**src/rtl/vcm_pkg.sv**
```systemverilog
// Package: vcm_pkg
// Purpose : column geometry helpers shared by the column multiplier.
// Assumes : column index k runs from 0 to 2*W-2 for W-bit operands.
package vcm_pkg;

    localparam int unsigned VCM_OPW_DEF = 8;

    // lowest A-bit index that has a partner in column k
    function automatic int col_lo(input int k, input int w);
        return (k > w - 1) ? (k - w + 1) : 0;
    endfunction

    // highest A-bit index that has a partner in column k
    function automatic int col_hi(input int k, input int w);
        return (k < w - 1) ? k : (w - 1);
    endfunction

    // carry word width: w partial products plus a carry below 2^cw needs cw+1 sum bits
    function automatic int carry_width(input int w);
        return $clog2(w) + 1;
    endfunction

endpackage

```
**src/rtl/vcm_column.sv**
```systemverilog
// Module : vcm_column
// Purpose: one column of the vertical-and-crosswise multiplier. It forms every
//          a[i]&b[j] with i+j==K, adds them to the incoming carry word, emits
//          the sum LSB as a product bit and passes the upper bits on as carry.
// Assumes: CW is wide enough that W + (2^CW - 1) fits in CW+1 bits.
module vcm_column #(
    parameter int W  = 8,
    parameter int K  = 0,
    parameter int CW = 4
) (
    input  logic [W-1:0]  a,
    input  logic [W-1:0]  b,
    input  logic [CW-1:0] cin,
    output logic          rbit,
    output logic [CW-1:0] cout
);
    import vcm_pkg::*;

    localparam int LO = col_lo(K, W);
    localparam int HI = col_hi(K, W);
    localparam int NP = HI - LO + 1;

    logic [NP-1:0] pp;
    logic [CW:0]   sum;

    // partial products of this column, all formed in parallel
    for (genvar n = 0; n < NP; n++) begin : g_pp
        assign pp[n] = a[LO + n] & b[K - LO - n];
    end

    // column adder: incoming carry plus every partial product
    always_comb begin
        sum = {1'b0, cin};
        for (int n = 0; n < NP; n++) begin
            sum = sum + {{CW{1'b0}}, pp[n]};
        end
    end

    assign rbit = sum[0];
    assign cout = sum[CW:1];

endmodule

```
**src/rtl/vcm_array.sv**
```systemverilog
// Module : vcm_array
// Purpose: chains 2*W-1 columns. The carry word ripples from column 0 up to the
//          top column, and the final carry supplies the product MSB.
// Assumes: purely combinational; column 0 sees a zero carry.
module vcm_array #(
    parameter int W = 8
) (
    input  logic [W-1:0]                      a,
    input  logic [W-1:0]                      b,
    output logic [2*W-1:0]                    prod,
    output logic [vcm_pkg::carry_width(W)-2:0] spill
);
    import vcm_pkg::*;

    localparam int NC = 2 * W - 1;
    localparam int CW = carry_width(W);

    logic [CW-1:0] carry [0:NC];
    logic [NC-1:0] rbits;

    assign carry[0] = '0;

    // one column per product bit below the MSB
    for (genvar k = 0; k < NC; k++) begin : g_col
        vcm_column #(.W(W), .K(k), .CW(CW)) u_col (
            .a    (a),
            .b    (b),
            .cin  (carry[k]),
            .rbit (rbits[k]),
            .cout (carry[k+1])
        );
    end

    assign prod  = {carry[NC][0], rbits};
    assign spill = carry[NC][CW-1:1];

endmodule

```
**src/rtl/vcm_mul.sv**
```systemverilog
// Module : vcm_mul
// Purpose: registered unsigned W x W multiplier built from the column array.
//          Operands are captured on in_valid; the product is registered one edge later.
// Assumes: synchronous active-low reset; one operand pair accepted per cycle.
module vcm_mul #(
    parameter int W = vcm_pkg::VCM_OPW_DEF
) (
    input  logic           clk,
    input  logic           rst_n,
    input  logic           in_valid,
    input  logic [W-1:0]   in_a,
    input  logic [W-1:0]   in_b,
    output logic           out_valid,
    output logic [2*W-1:0] out_prod
);
    import vcm_pkg::*;

    localparam int PW = 2 * W;
    localparam int CW = carry_width(W);

    logic [W-1:0]  a_q;
    logic [W-1:0]  b_q;
    logic          v_q;
    logic [PW-1:0] prod_c;
    logic [CW-2:0] spill_c;

    // operand stage: capture the pair only when in_valid is high
    always_ff @(posedge clk) begin
        if (!rst_n) begin
            a_q <= '0;
            b_q <= '0;
            v_q <= 1'b0;
        end else begin
            v_q <= in_valid;
            if (in_valid) begin
                a_q <= in_a;
                b_q <= in_b;
            end
        end
    end

    vcm_array #(.W(W)) u_arr (
        .a     (a_q),
        .b     (b_q),
        .prod  (prod_c),
        .spill (spill_c)
    );

    // result stage: register the product behind its valid flag
    always_ff @(posedge clk) begin
        if (!rst_n) begin
            out_valid <= 1'b0;
            out_prod  <= '0;
        end else begin
            out_valid <= v_q;
            if (v_q) begin
                out_prod <= prod_c;
            end
        end
    end

    p_reset_r1: assert property (@(posedge clk)
        !rst_n |=> (!out_valid && out_prod == '0));

    p_latency_r2: assert property (@(posedge clk) disable iff (!rst_n)
        in_valid |=> ##1 out_valid);

    p_no_spurious_r2: assert property (@(posedge clk) disable iff (!rst_n)
        !in_valid |=> ##1 !out_valid);

    p_product_r3: assert property (@(posedge clk) disable iff (!rst_n)
        out_valid |-> out_prod == (PW'($past(a_q)) * PW'($past(b_q))));

    p_col0_r4: assert property (@(posedge clk) disable iff (!rst_n)
        out_valid |-> out_prod[0] == ($past(a_q[0]) & $past(b_q[0])));

    p_final_carry_r5: assert property (@(posedge clk) disable iff (!rst_n)
        v_q |-> spill_c == '0);

    p_hold_r7: assert property (@(posedge clk) disable iff (!rst_n)
        !v_q |=> ($stable(out_prod) && !out_valid));

endmodule

```
**config.mk**
```make
export PLATFORM = sky130hd
export DESIGN_NAME = vcm_mul
export DESIGN_NICKNAME = d
export VERILOG_FILES = /design/src/rtl/vcm_pkg.sv /design/src/rtl/vcm_column.sv /design/src/rtl/vcm_array.sv /design/src/rtl/vcm_mul.sv
export SDC_FILE = /design/constraint.sdc
export NUM_CORES = 1
export LEC_CHECK = 0
export ABC_CLOCK_PERIOD_IN_PS = 30700
export BUFFER_PORTS_ARGS = -buffer_cell sky130_fd_sc_hd__clkbuf_2
export CORE_ASPECT_RATIO = 1.75
export CORE_MARGIN = 10
export CORE_UTILIZATION = 50
export DETAILED_ROUTE_END_ITERATION = 10
export PLACE_DENSITY = 0.72
export SLEW_MARGIN = 0
export SYNTH_ARGS = -nofsm -noshare
export SYNTH_HDL_FRONTEND = slang
export SYNTH_SLANG_ARGS = --single-unit
```
**constraint.sdc**
```tcl
create_clock -name clk -period 30.7 [get_ports clk]
set_input_delay 4.605 -clock clk [delete_from_list [all_inputs] [get_ports clk]]
set_output_delay 4.605 -clock clk [all_outputs]
set_load 0.02 [all_outputs]
```
---- Word-level counts from Yosys, hierarchy flattened ----
Cells that the tools add are included.
word-level totals
  bits in registers ....................... 34
  bits of input ports ..................... 19
  output and inout port bits .............. 17
operators by class
  add/sub/neg operators ................... 62
  bitwise logic cells ..................... 64
operator list
  operator                                number
  5-bit by 1-bit adder with 5-bit output  45
  1-bit bitwise AND                       64
  4-bit by 1-bit adder with 5-bit output  10
  4-bit by 1-bit adder with 4-bit output  3
  3-bit by 1-bit adder with 3-bit output  2
  1-bit by 1-bit adder with 2-bit output  1
  2-bit by 1-bit adder with 2-bit output  1

---- Logic depth before layout (Yosys ltp) ----
Gate-level depths: netlist (run 1).
  depth after elaboration ................. 63
  gate-level depth with buffers ........... 55
  depth with buffers taken out ............ 54

---- Hierarchy ----
A second synthesis (run 1) with hierarchy kept.
unflattened totals
  cell total of the unflattened synthesis .. 380
  area, all modules ....................... 3766.1 um^2
by module, submodules not included
  module                                  times used  cells each  area an instance (um^2)  seq. area each (um^2)
  vcm_mul                                 1           107         1290.0                   680.7
  vcm_column (u_arr.g_col[6].u_col ...)   2           27          266.5                    0.0
  vcm_column (u_arr.g_col[5].u_col ...)   2           19          200.2                    0.0
  vcm_column (u_arr.g_col[10].u_col ...)  2           18          186.4                    0.0
  vcm_column (u_arr.g_col[12].u_col ...)  2           21          150.1                    0.0
  vcm_column (u_arr.g_col[7].u_col)       1           32          285.3                    0.0
  vcm_column (u_arr.g_col[11].u_col ...)  2           17          141.4                    0.0
  vcm_column (u_arr.g_col[13].u_col ...)  2           11          82.6                     0.0
  vcm_column (u_arr.g_col[0].u_col ...)   2           7           66.3                     0.0
  vcm_array                               1           1           3.8                      0.0

---- Worst setup path before layout (run 1) ----
Ideal clock, no wire load.
  kind .................................... register to register
  start point ............................. register a_q[0]
  end point ............................... register out_prod[15]
  library setup time ...................... 130 ps
  data arrival time ....................... 15574 ps
  slack ................................... 14996 ps
  stages on the path, launching flop included .. 55
  buffers on the path ..................... 1
  clock period less this slack ............ 15704 ps
  cells stage by stage .................... dfxtp_1 > clkbuf_1 > and2_1 > ha_1 > fa_1 > ha_1 > ha_1 > inv_1 > fa_1 > inv_1 > fa_1 > fa_1 > ha_1 > fa_1 > inv_1 > fa_1 > fa_1 > fa_1 > [... 19 more ...] > ha_1 > fa_1 > inv_1 > fa_1 > inv_1 > fa_1 > fa_1 > ha_1 > fa_1 > inv_1 > fa_1 > inv_1 > ha_1 > ha_1 > xnor2_1 > xnor2_2 > xnor2_1 > o22ai_1
between the ends
  longest elaborated chain between the ends .. 63
RTL lines
  element                                                RTL line          RTL
  start, declared                                        vcm_mul.sv:21     logic [W-1:0] a_q;
  start signal, assigned                                 vcm_mul.sv:36     a_q <= in_a;
  1-bit bitwise AND                                      vcm_column.sv:28  assign pp[n] = a[LO + n] & b[K - LO - n];
  1-bit by 1-bit adder with 2-bit output                 vcm_column.sv:35  sum = sum + {{CW{1'b0}}, pp[n]};
  4-bit by 1-bit adder with 5-bit output                 vcm_column.sv:35
  5-bit by 1-bit adder with 5-bit output (2 in a row)    vcm_column.sv:35
  4-bit by 1-bit adder with 5-bit output                 vcm_column.sv:35
  5-bit by 1-bit adder with 5-bit output (3 in a row)    vcm_column.sv:35
  4-bit by 1-bit adder with 5-bit output                 vcm_column.sv:35
  5-bit by 1-bit adder with 5-bit output (4 in a row)    vcm_column.sv:35
  [... 29 more ...]                                      n/a
  5-bit by 1-bit adder with 5-bit output * (5 in a row)  vcm_column.sv:35
  4-bit by 1-bit adder with 5-bit output *               vcm_column.sv:35
  5-bit by 1-bit adder with 5-bit output * (4 in a row)  vcm_column.sv:35
  4-bit by 1-bit adder with 5-bit output *               vcm_column.sv:35
  5-bit by 1-bit adder with 5-bit output * (3 in a row)  vcm_column.sv:35
  4-bit by 1-bit adder with 4-bit output * (3 in a row)  vcm_column.sv:35
  3-bit by 1-bit adder with 3-bit output * (2 in a row)  vcm_column.sv:35
  2-bit by 1-bit adder with 2-bit output *               vcm_column.sv:35
  end signal, assigned                                   vcm_mul.sv:57     out_prod <= prod_c;
  end, declared                                          vcm_mul.sv:14     output logic [2*W-1:0] out_prod
Every way passes the cells marked *; elsewhere a longest branch is shown, timed or not.
A chain may end at the register's enable or synchronous reset.

---- Worst setup path in the final report (run 1) ----
  start point ............................. register b_q[1]
  end point ............................... register out_prod[15]
between the ends
  longest elaborated chain between the ends .. 63
RTL lines
  element                                                RTL line          RTL
  start, declared                                        vcm_mul.sv:22     logic [W-1:0] b_q;
  start signal, assigned                                 vcm_mul.sv:37     b_q <= in_b;
  1-bit bitwise AND                                      vcm_column.sv:28
  1-bit by 1-bit adder with 2-bit output                 vcm_column.sv:35
  4-bit by 1-bit adder with 5-bit output                 vcm_column.sv:35
  5-bit by 1-bit adder with 5-bit output (2 in a row)    vcm_column.sv:35
  4-bit by 1-bit adder with 5-bit output                 vcm_column.sv:35
  5-bit by 1-bit adder with 5-bit output (3 in a row)    vcm_column.sv:35
  4-bit by 1-bit adder with 5-bit output                 vcm_column.sv:35
  5-bit by 1-bit adder with 5-bit output (4 in a row)    vcm_column.sv:35
  [... 29 more ...]                                      n/a
  5-bit by 1-bit adder with 5-bit output * (5 in a row)  vcm_column.sv:35
  4-bit by 1-bit adder with 5-bit output *               vcm_column.sv:35
  5-bit by 1-bit adder with 5-bit output * (4 in a row)  vcm_column.sv:35
  4-bit by 1-bit adder with 5-bit output *               vcm_column.sv:35
  5-bit by 1-bit adder with 5-bit output * (3 in a row)  vcm_column.sv:35
  4-bit by 1-bit adder with 4-bit output * (3 in a row)  vcm_column.sv:35
  3-bit by 1-bit adder with 3-bit output * (2 in a row)  vcm_column.sv:35
  2-bit by 1-bit adder with 2-bit output *               vcm_column.sv:35
Marked as above.

==> results.yml, run 1 <==
pwr:
  p_per_area_nw_per_um2: 35.1
  irDropWorstVdd_uv: 22.4
  power.leakage_nw: 2.00
critical_path:
  setup_slack_of_the_most_critical_reg_to_reg_path_ns: 14.29
  arrival_ns: 16.53
  criticalPathCategory: "register to register"
  crit_slowest_cell: "sky130_fd_sc_hd__fa_1"
  regToRegEndpoint: "out_prod[15]"
  worst-endpoint-required_ns: 30.82
  critical_path.max_fanout: 9
  worst_path_most_repeated_cell: "sky130_fd_sc_hd__fa_1"
  timing.critical_path.from: "b_q[1]"
  timing.critical_path.to: "out_prod[15]"
  reg2reg_from: "b_q[1]"
  cp-start-kind: "register"
  critical_path.endpoint_type: "register"
  r2r.worst_path.cells: 53
  cp_max_stage_delay_ns: 0.58
clocking:
  number_of_resized_instances_in_the_post_cts_repair_step: 0
  clk_root_buf: "sky130_fd_sc_hd__clkbuf_16"
  clk_latency_ns: 0.28
  cts_post_setup_buffers_inserted: 0
  cts_inserted_buffers: 5
  cts_max_level: 2
  cts_hold_buffers: 0
  clk_transition_reported_paths_ns: 0.06
  cts_tree: "yes"
  clockBufferDepth: 2
  cts_num_sinks: 34
synthesis:
  seq_area_frac_synth_pct: 20.4
  synth_edf_count: 0
  yosys_reg_bits: 34
  ys.warnings.count: 0
  netlist_instances: 349
  synthesis.area_um2: 3340
  dominantRegCellSynth: "sky130_fd_sc_hd__dfxtp_1"
  syn_avg_cell_area_um2: 9.58
  synth_async_sr_flop_share_pct: 0
  post_synth_num_cell_types: 30
  synthesis.nets: 445
timing:
  finalSetupViolCount: 0
  period_needed_ns: 16.41
  hold_violations: 0
  final_setup_tns_ns: 0
  maxSlewViolCount: 0
  period_share_pct: 53.5
  final.setup.worst_slack_ns: 14.29
  grt_setup_unrepaired: "false"
  headroom_to_the_max_slew_limit_pct: 25.4
  worstMarginPinSlew_ns: 1.12
  clock.fmax_ghz: 0.0609
  finClkSkew_ns: 0.00184
layout:
  antenna_cells_inserted: 0
  drive_above_1_share_pct: 12.9
  layout-area-overhead-vs-synth_pct: 11.7
  final_common_cell: "sky130_fd_sc_hd__nand2_1"
  commonest_cells_after_routing_fill_and_taps_aside: "48 x sky130_fd_sc_hd__nand2_1, 40 x sky130_fd_sc_hd__ha_1, 37 x sky130_fd_sc_hd__fa_1"
  final_cell_area_um2: 3730
  nNetsFinal: 466
  layout.filler_cells: 595
  final_core_utilization_pct: 57.1
routing:
  wl_met3_um: 237
  drtIter0Drc: 96
  topRoutingLayerUsed: "met4"
  drc: 0
  route.final.wire_length_um: 7200
  drt.antenna.violating_nets: 0
  met2WireLength_um: 4230
  drt_first_pass_iters: 4
  routed-via-count: 2391
  detail_route.wl_per_cell_um: 15.9
  routed_vias_inst: 5.28
  wirelength_met1_um: 2570
status:
  status: "finished clean"
die:
  placeableCoreArea_um2: 6540
  fp.dieArea_um2: 10500
  die_w_um: 81.8
  dieHeight_um: 128
  ios: 36
  placement_rows: 39
  initial_core_util_pct: 51.1
worst_hold_path:
  hold_class: "register to register"
  timing.hold.worst.start: "out_prod[0]"
global_route:
  grt_ovf: 0
  number_of_antenna_violations_at_the_first_check_in_global_routing: 0
  track_usage_pct: 14.7
  grt_start_max_net_pins: 35
  wire_length_of_the_first_global_routing_pass_um: 12200
  grt_pass1_vias: 2640
placed_design:
  postPlaceCellArea_um2: 3540
  gp_congestion: 0.865
  place_hpwl_um: 5770
  dp_slack_ns: 14.34
  io_buffers: 35
job:
  max_cap_violations: 0
==> where the power goes <==
part           internal, mW  leakage [nW]  switching [mW]  total (mW)
combinational       0.00669          1.63         0.00751      0.0142
sequential           0.0463         0.279         0.00432      0.0507
clock                0.0466        0.0940          0.0195      0.0661
==> critical path: cells and delay by family, from the launching register on <==
kind / cells / cell delay (ns)
AND/OR/NAND/NOR: 1 / 0.18
flip-flops: 1 / 0.51
adder cells (fa/ha/maj): 36 / 14.11
buffers and inverters: 11 / 0.69
AO/OA/AOI/OAI: 1 / 0.11
XOR/XNOR: 4 / 0.66
==> synthesized netlist by cell type, types with 3 or more instances <==
cell type                  instances  area share, %
sky130_fd_sc_hd__fa_1             37             22
sky130_fd_sc_hd__xnor2_1          11            2.9
sky130_fd_sc_hd__o211a_1           6            1.8
sky130_fd_sc_hd__nor2b_1          29            5.4
sky130_fd_sc_hd__o21ai_0           3           0.45
sky130_fd_sc_hd__nand2_1          48            5.4
sky130_fd_sc_hd__a21o_1            8            1.8
sky130_fd_sc_hd__and2_1           25            4.7
sky130_fd_sc_hd__a21oi_1           8            1.2
sky130_fd_sc_hd__mux2i_1          24            7.2
sky130_fd_sc_hd__ha_1             40             15
sky130_fd_sc_hd__dfxtp_1          34             20
sky130_fd_sc_hd__inv_1            34            3.8
sky130_fd_sc_hd__xor2_1            5            1.3
sky130_fd_sc_hd__clkbuf_1         19            2.1
==> how the worst min path moves through the flow <==
stage | to | slack, ns | depth (start not counted)
6_report | out_prod[0] | 0.48 | 2
5_1_grt | out_prod[11] | 0.50 | 1
4_1_cts | out_prod[11] | 0.48 | 1
3_5_place_dp | out_prod[11] | 0.47 | 1
3_3_place_gp | out_prod[3] | 0.46 | 1
2_1_floorplan | out_prod[0] | 0.54 | 2
==> area by class of cell <==
type	count	area [µm²]	share of cell area [%]
repair buffers	35	175	4.69
inverters	34	128	3.42
multi-input cells	260	2450	65.7
clock buffers	5	125	3.35
well taps	82	103	2.75
flip-flops and latches	34	681	18.2
clock inverters	3	68.8	1.84
==> per-layer routing <==
layer  track usage [%]  up-vias
li1                  -     1155
met1              15.0     1181
met2              28.5       42
met3              1.83       13
met4              5.33        0
met5                 0        -
==> metrics by stage <==
stage	instances	hold slack [ns]	power (mW)
floorplan	349	0.537	0.0605
global placement	445	0.459	0.0655
detailed placement	445	0.468	0.0658
CTS	453	0.481	0.132
global route	453	0.500	0.136
finish	453	0.478	0.131
==> registers in the layout (all words and copies together) (netlist names) <==
name,flops
b_q,8
out_prod,16
out_valid,1
a_q,8
v_q,1
==> kinds of logic (layout without fill, tap and decap cells) <==
logic type / after synthesis / count (layout) / synth area share [%]
buf+inv: 55 / 77 / 6.25
mux: 24 / 24 / 7.19
simple gates: 110 / 110 / 17.1
xor+xnor: 17 / 17 / 4.68
fa+ha+maj: 77 / 77 / 37.1
flops: 34 / 34 / 20.4
compound gates: 32 / 32 / 7.34
No activity file was read; power rests on OpenSTA's default activity.
==> run 2, diff against run 1 <==
ABC_CLOCK_PERIOD_IN_PS = 13950   (was 30700)
PLACE_DENSITY = 0.74   (was 0.72)
clock period = 13.95 ns   (was 30.7 ns; I/O delays follow)
==> run 2 against run 1 <==
The flow now finishes with violations (setup timing). Worst hold slack worse by 0.010 ns. Sequential power up 110%. Non-clock buffer count up 40. Core utilization up 6.8 points. Count of clock-buffer cells in the layout unchanged.
==> results.yml, run 2 (synthesis results as in run 1) <==
die:
  ios: 36
  dieHeight_um: 128
  placement_rows: 39
  fp.dieArea_um2: 10500
  placeableCoreArea_um2: 6540
  die_w_um: 81.8
  initial_core_util_pct: 51.1
worst_hold_path:
  worst_hold_path.num_cells: 2
  worstHoldEndpoint: "out_prod[15]"
  timing.hold.worst.start: "out_prod[15]"
  hold_class: "register to register"
routing:
  wirelength_met1_um: 2830
  drtIter0Drc: 151
  topRoutingLayerUsed: "met4"
  routed-via-count: 2611
  drc: 0
  met2WireLength_um: 4420
  routed_vias_inst: 5.30
  drt_first_pass_iters: 4
  drt.antenna.violating_nets: 0
  route.final.wire_length_um: 7850
  detail_route.wl_per_cell_um: 15.9
  wl_met3_um: 315
timing:
  final_setup_tns_ns: -2.43
  headroom_to_the_max_slew_limit_pct: 22.2
  period_share_pct: 108
  hold_slack_ns: 0.467
  clock.fmax_ghz: 0.0662
  worstMarginPinSlew_ns: 1.17
  finClkSkew_ns: 0.00387
  finalSetupViolCount: 3
  period_needed_ns: 15.10
  grt_setup_unrepaired: "true"
  hold_violations: 0
  final.setup.worst_slack_ns: -1.15
  maxSlewViolCount: 0
critical_path:
  r2r.worst_path.cells: 53
  regToRegEndpoint: "out_prod[15]"
  worst_path_most_repeated_cell: "sky130_fd_sc_hd__fa_1"
  criticalPathCategory: "register to register"
  critical_path.endpoint_type: "register"
  arrival_ns: 15.22
  reg2reg_from: "a_q[0]"
  worst-endpoint-required_ns: 14.07
  setup_slack_of_the_most_critical_reg_to_reg_path_ns: -1.15
  crit_slowest_cell: "sky130_fd_sc_hd__fa_1"
  cp_max_stage_delay_ns: 0.55
  cp-start-kind: "register"
  critical_path.max_fanout: 4
clocking:
  clk_latency_ns: 0.28
  cts_inserted_buffers: 5
  clk_root_buf: "sky130_fd_sc_hd__clkbuf_16"
  cts_max_level: 2
  cts_num_sinks: 34
  clockBufferDepth: 2
  cts_hold_buffers: 0
  cts_tree: "yes"
  clk_transition_reported_paths_ns: 0.06
placed_design:
  io_buffers: 35
  place_hpwl_um: 6010
  gp_congestion: 0.826
pwr:
  share_seq_of_total_power_pct: 36.6
  irDropWorstVdd_uv: 69.2
  internal_portion_of_total_power_uw: 223
  share_of_power_burned_in_the_clock_network_pct: 49.7
  power.switching_fraction_pct: 24.3
  p_per_area_nw_per_um2: 70.7
  power_frac_comb_pct: 13.7
  p_switching_uw: 71.9
  power.leakage_nw: 2.18
layout:
  layout-area-overhead-vs-synth_pct: 24.9
  nNetsFinal: 506
  final_common_cell: "sky130_fd_sc_hd__nand2_1"
  antenna_cells_inserted: 0
  registers_with_the_most_flip_flops: "out_prod x16, a_q x8, b_q x8"
  largest_reg_flops: 16
  drive_above_1_share_pct: 29.2
  commonest_cells_after_routing_fill_and_taps_aside: "48 x sky130_fd_sc_hd__nand2_1, 40 x sky130_fd_sc_hd__buf_4, 35 x sky130_fd_sc_hd__clkbuf_2"
  regMostFlops: "out_prod"
global_route:
  track_usage_pct: 15.5
  wire_length_of_the_first_global_routing_pass_um: 12800
  grt_start_max_net_pins: 35
  grt_ovf: 0
  grt_pass1_vias: 2824
  number_of_antenna_violations_at_the_first_check_in_global_routing: 0
job:
  max_cap_violations: 0
status:
  status: "complete, but fails checks"
  failed_checks: "setup timing"
[run 2: per-stage QoR]
step | instance area (µm²) | instances | setup WS [ns] | total power [mW] | util [%]
CTS | 4130 | 488 | -1.48 | 0.296 | 63.1
global route | 4180 | 493 | -1.59 | 0.305 | 63.9
detailed placement | 3840 | 473 | -1.52 | 0.149 | 58.8
floorplan | 3460 | 349 | -1.11 | 0.134 | -
global placement | 3840 | 473 | -1.43 | 0.148 | 58.8
finish | 4180 | 493 | -1.15 | 0.295 | 63.9
[run 2: routing by layer]
metal	track usage, %	vias up
met1	15.8	1292
li1	-	1234
met3	1.69	21
met4	7.75	0
met5	0	-
met2	29.0	64
[run 2: power by group through the flow]
stage	Sequential (mW)	Clock, mW	Combinational (mW)
finish	0.108	0.147	0.0405
global route	0.109	0.152	0.0449
CTS	0.108	0.148	0.0403
detailed placement	0.110	0	0.0386
global placement	0.110	0	0.0377
floorplan	0.108	0	0.0258
[run 2: area by class of cell]
cell class | count | area [µm²]
Clock buffer | 5 | 125
Multi-Input combinational cell | 260 | 2590
Tap cell | 82 | 103
Sequential cell | 34 | 682
Timing Repair Buffer | 75 | 475
Inverter | 34 | 128
Clock inverter | 3 | 68.8
Fill cell | 518 | 2360
[run 2: worst max-delay path: cells and delay by family, from the launching register on]
family	cells	cell delay (ns)
AOI/OAI and AO/OA	1	0.09
xor gates and xnor gates	3	0.47
adders and majority gates	36	13.28
buffers and inverters	12	0.64
DFF	1	0.33
and+or+nand+nor	1	0.16
[run 2: worst max path at each step]
stage	start	endpoint	slack, ns	depth (start not counted)
detailed placement	a_q[0]	out_prod[15]	-1.52	53
CTS	a_q[0]	out_prod[15]	-1.48	53
finish	a_q[0]	out_prod[15]	-1.15	53
global route	a_q[0]	out_prod[15]	-1.59	53
global placement	a_q[0]	out_prod[15]	-1.43	53
floorplan	a_q[1]	out_prod[15]	-1.11	54
[run 2: what timing repair did]
item	in CTS	in global routing
endpoints found under the setup margin	4	4
pin swaps	31	18
endpoints found under the hold margin	0	0
buffers inserted	7	5
gates resized for setup	6	5
==> run 3, diff against run 2 <==
--- a/config.mk
+++ b/config.mk
@@ -7,3 +7,2 @@
 export LEC_CHECK = 0
-export ABC_CLOCK_PERIOD_IN_PS = 13950
 export BUFFER_PORTS_ARGS = -buffer_cell sky130_fd_sc_hd__clkbuf_2
@@ -11,5 +10,5 @@
 export CORE_MARGIN = 10
-export CORE_UTILIZATION = 50
+export CORE_UTILIZATION = 40
 export DETAILED_ROUTE_END_ITERATION = 10
-export PLACE_DENSITY = 0.74
+export PLACE_DENSITY = 0.62
 export SLEW_MARGIN = 0
--- a/constraint.sdc
+++ b/constraint.sdc
@@ -3,2 +3,2 @@
 set_output_delay 2.0925 -clock clk [all_outputs]
-set_load 0.02 [all_outputs]
+set_load 0.005 [all_outputs]
==> run 3 against run 2 <==
Via count down 5.0%. Die area up 20%. First-iteration DRC count down 29%. Clock skew up 0.0015 ns. Final cell count up 1.2%. Highest routed layer unchanged. Core utilization down 14 points. Register-to-register slack worse by 0.02 ns. Non-clock buffer count down 4. Global-route usage down 2.9 points. The flow still finishes with violations (setup timing).
==> results.yml, run 3 (synthesis results as in run 1) <==
clocking:
  clockBufferDepth: 2
  cts_max_level: 2
  cts_tree: "yes"
  cts_inserted_buffers: 5
  cts_hold_buffers: 0
  clk_root_buf: "sky130_fd_sc_hd__clkbuf_16"
  clk_transition_reported_paths_ns: 0.05
  clk_latency_ns: 0.28
  cts_num_sinks: 34
pwr:
  power.switching_fraction_pct: 24.6
  p_switching_uw: 66.4
  share_seq_of_total_power_pct: 39.9
  share_of_power_burned_in_the_clock_network_pct: 46.4
  internal_portion_of_total_power_uw: 204
  p_per_area_nw_per_um2: 65.6
  irDropWorstVdd_uv: 41.9
  power.leakage_nw: 2.15
  power_frac_comb_pct: 13.7
timing:
  period_needed_ns: 15.12
  final_setup_tns_ns: -2.43
  headroom_to_the_max_slew_limit_pct: 24.6
  hold_violations: 0
  finClkSkew_ns: 0.00532
  grt_setup_unrepaired: "true"
  worstMarginPinSlew_ns: 1.13
  final.setup.worst_slack_ns: -1.17
  finalSetupViolCount: 3
  clock.fmax_ghz: 0.0661
  maxSlewViolCount: 0
  period_share_pct: 108
layout:
  layout-area-overhead-vs-synth_pct: 23.2
  final_cell_area_um2: 4120
  nNetsFinal: 502
  regMostFlops: "out_prod"
  largest_reg_flops: 16
  instances_no_fill: 499
  registers_with_the_most_flip_flops: "out_prod x16, a_q x8, b_q x8"
  final_common_cell: "sky130_fd_sc_hd__nand2_1"
  drive_above_1_share_pct: 28.0
  antenna_cells_inserted: 0
  final_core_utilization_pct: 50.2
  commonest_cells_after_routing_fill_and_taps_aside: "48 x sky130_fd_sc_hd__nand2_1, 36 x sky130_fd_sc_hd__buf_4, 35 x sky130_fd_sc_hd__clkbuf_2"
worst_hold_path:
  worst_hold_path.num_cells: 2
  hold_class: "register to register"
global_route:
  grt_ovf: 0
  grt_util_met3_pct: 1.79
  gr-usage-met1_pct: 13.6
  grt_use_met2_pct: 23.3
  number_of_antenna_violations_at_the_first_check_in_global_routing: 0
  track_usage_pct: 12.5
  grt_start_max_net_pins: 35
  grt_pass1_vias: 2676
  gr_busiest_metal: "met2"
  wire_length_of_the_first_global_routing_pass_um: 12500
critical_path:
  worst_path_most_repeated_cell: "sky130_fd_sc_hd__fa_1"
  arrival_ns: 15.24
  criticalPathCategory: "register to register"
  worst-endpoint-required_ns: 14.07
  path_depth: 53
  cp_max_stage_delay_ns: 0.50
  critical_path.endpoint_type: "register"
  cp-start-kind: "register"
  critPathTopFamily: "adder cells"
  critical_path.max_fanout: 4
  worstPathBufferInverterCount: 12
  r2r.worst_path.cells: 53
  crit_slowest_cell: "sky130_fd_sc_hd__fa_1"
placed_design:
  place_hpwl_um: 5910
  postPlaceCellArea_um2: 3850
  io_buffers: 35
  gp_congestion: 0.826
  dpl.cell_count: 482
routing:
  drtIter0Drc: 107
  drt_first_pass_iters: 4
  drt.antenna.violating_nets: 0
  drc: 0
  route.final.wire_length_um: 7340
  routed-via-count: 2481
  routed_vias_inst: 4.97
  detail_route.wl_per_cell_um: 14.7
status:
  status: "complete, but fails checks"
  failed_checks: "setup timing"
die:
  die_w_um: 89.1
  ios: 36
  dieHeight_um: 141
  placeableCoreArea_um2: 8200
  placement_rows: 44
  fp.dieArea_um2: 12600
  initial_core_util_pct: 40.8
job:
  max_cap_violations: 0
[run 3: cell count changes in the layout (fill, tap and decap cells not counted), sizes merged]
cell	previous run	this run
clkinv	1	2
buf	40	36
bufinv	2	1
[run 3: worst paths after layout]
check | startpoint | end | slack, ns
worst max-delay path | a_q[0] | out_prod[15] | -1.17
worst min-delay path | out_prod[15] | out_prod[15] | 0.48
worst max register to register | a_q[0] | out_prod[15] | -1.17
worst min register to register | out_prod[15] | out_prod[15] | 0.48
[run 3: layout make-up]
cell class | instances | area (µm²)
clock buffer | 5 | 125
clock inverter | 3 | 40.0
fill | 778 | 4090
inverter | 34 | 128
multi-input combinational | 260 | 2580
sequential | 34 | 682
tap | 92 | 115
timing repair buffer | 71 | 445
[run 3: metal layers]
metal / wire [µm] / vias up
met2: 4220 / 39
met5: 0 / -
li1: - / 1226
met4: 110 / 0
met3: 216 / 8
met1: 2800 / 1208
[run 3: power groups by stage]
stage               clock (mW)  combinational [mW]  sequential, mW
floorplan                    0              0.0258           0.106
CTS                      0.129              0.0376           0.108
detailed placement           0              0.0370           0.110
finish                   0.125              0.0370           0.108
global placement             0              0.0368           0.110
global route             0.133              0.0417           0.109
[run 3: metrics by stage]
| step | worst slack (ns) | hold slack [ns] | total power, mW |
|---|---|---|---|
| 4_1_cts | -1.38 | 0.486 | 0.275 |
| 3_5_place_dp | -1.58 | 0.473 | 0.147 |
| 6_report | -1.17 | 0.479 | 0.270 |
| 3_3_place_gp | -1.47 | 0.454 | 0.147 |
| 5_1_grt | -1.60 | 0.499 | 0.284 |
| 2_1_floorplan | -1.11 | 0.462 | 0.132 |
[run 3: worst min-delay path: cells and delay by family (launching register included)]
family             cells  cell delay [ns]
DFF                    1             0.31
AOI/OAI and AO/OA      1             0.07
and+or+nand+nor        1             0.05
[run 3: what timing repair did]
| item | CTS | global route |
|---|---|---|
| cloned | 0 | 0 |
| pin swaps | 23 | 9 |
| resized for setup | 6 | 2 |
| buffers inserted | 5 | 4 |
| endpoints found under the setup margin | 3 | 4 |
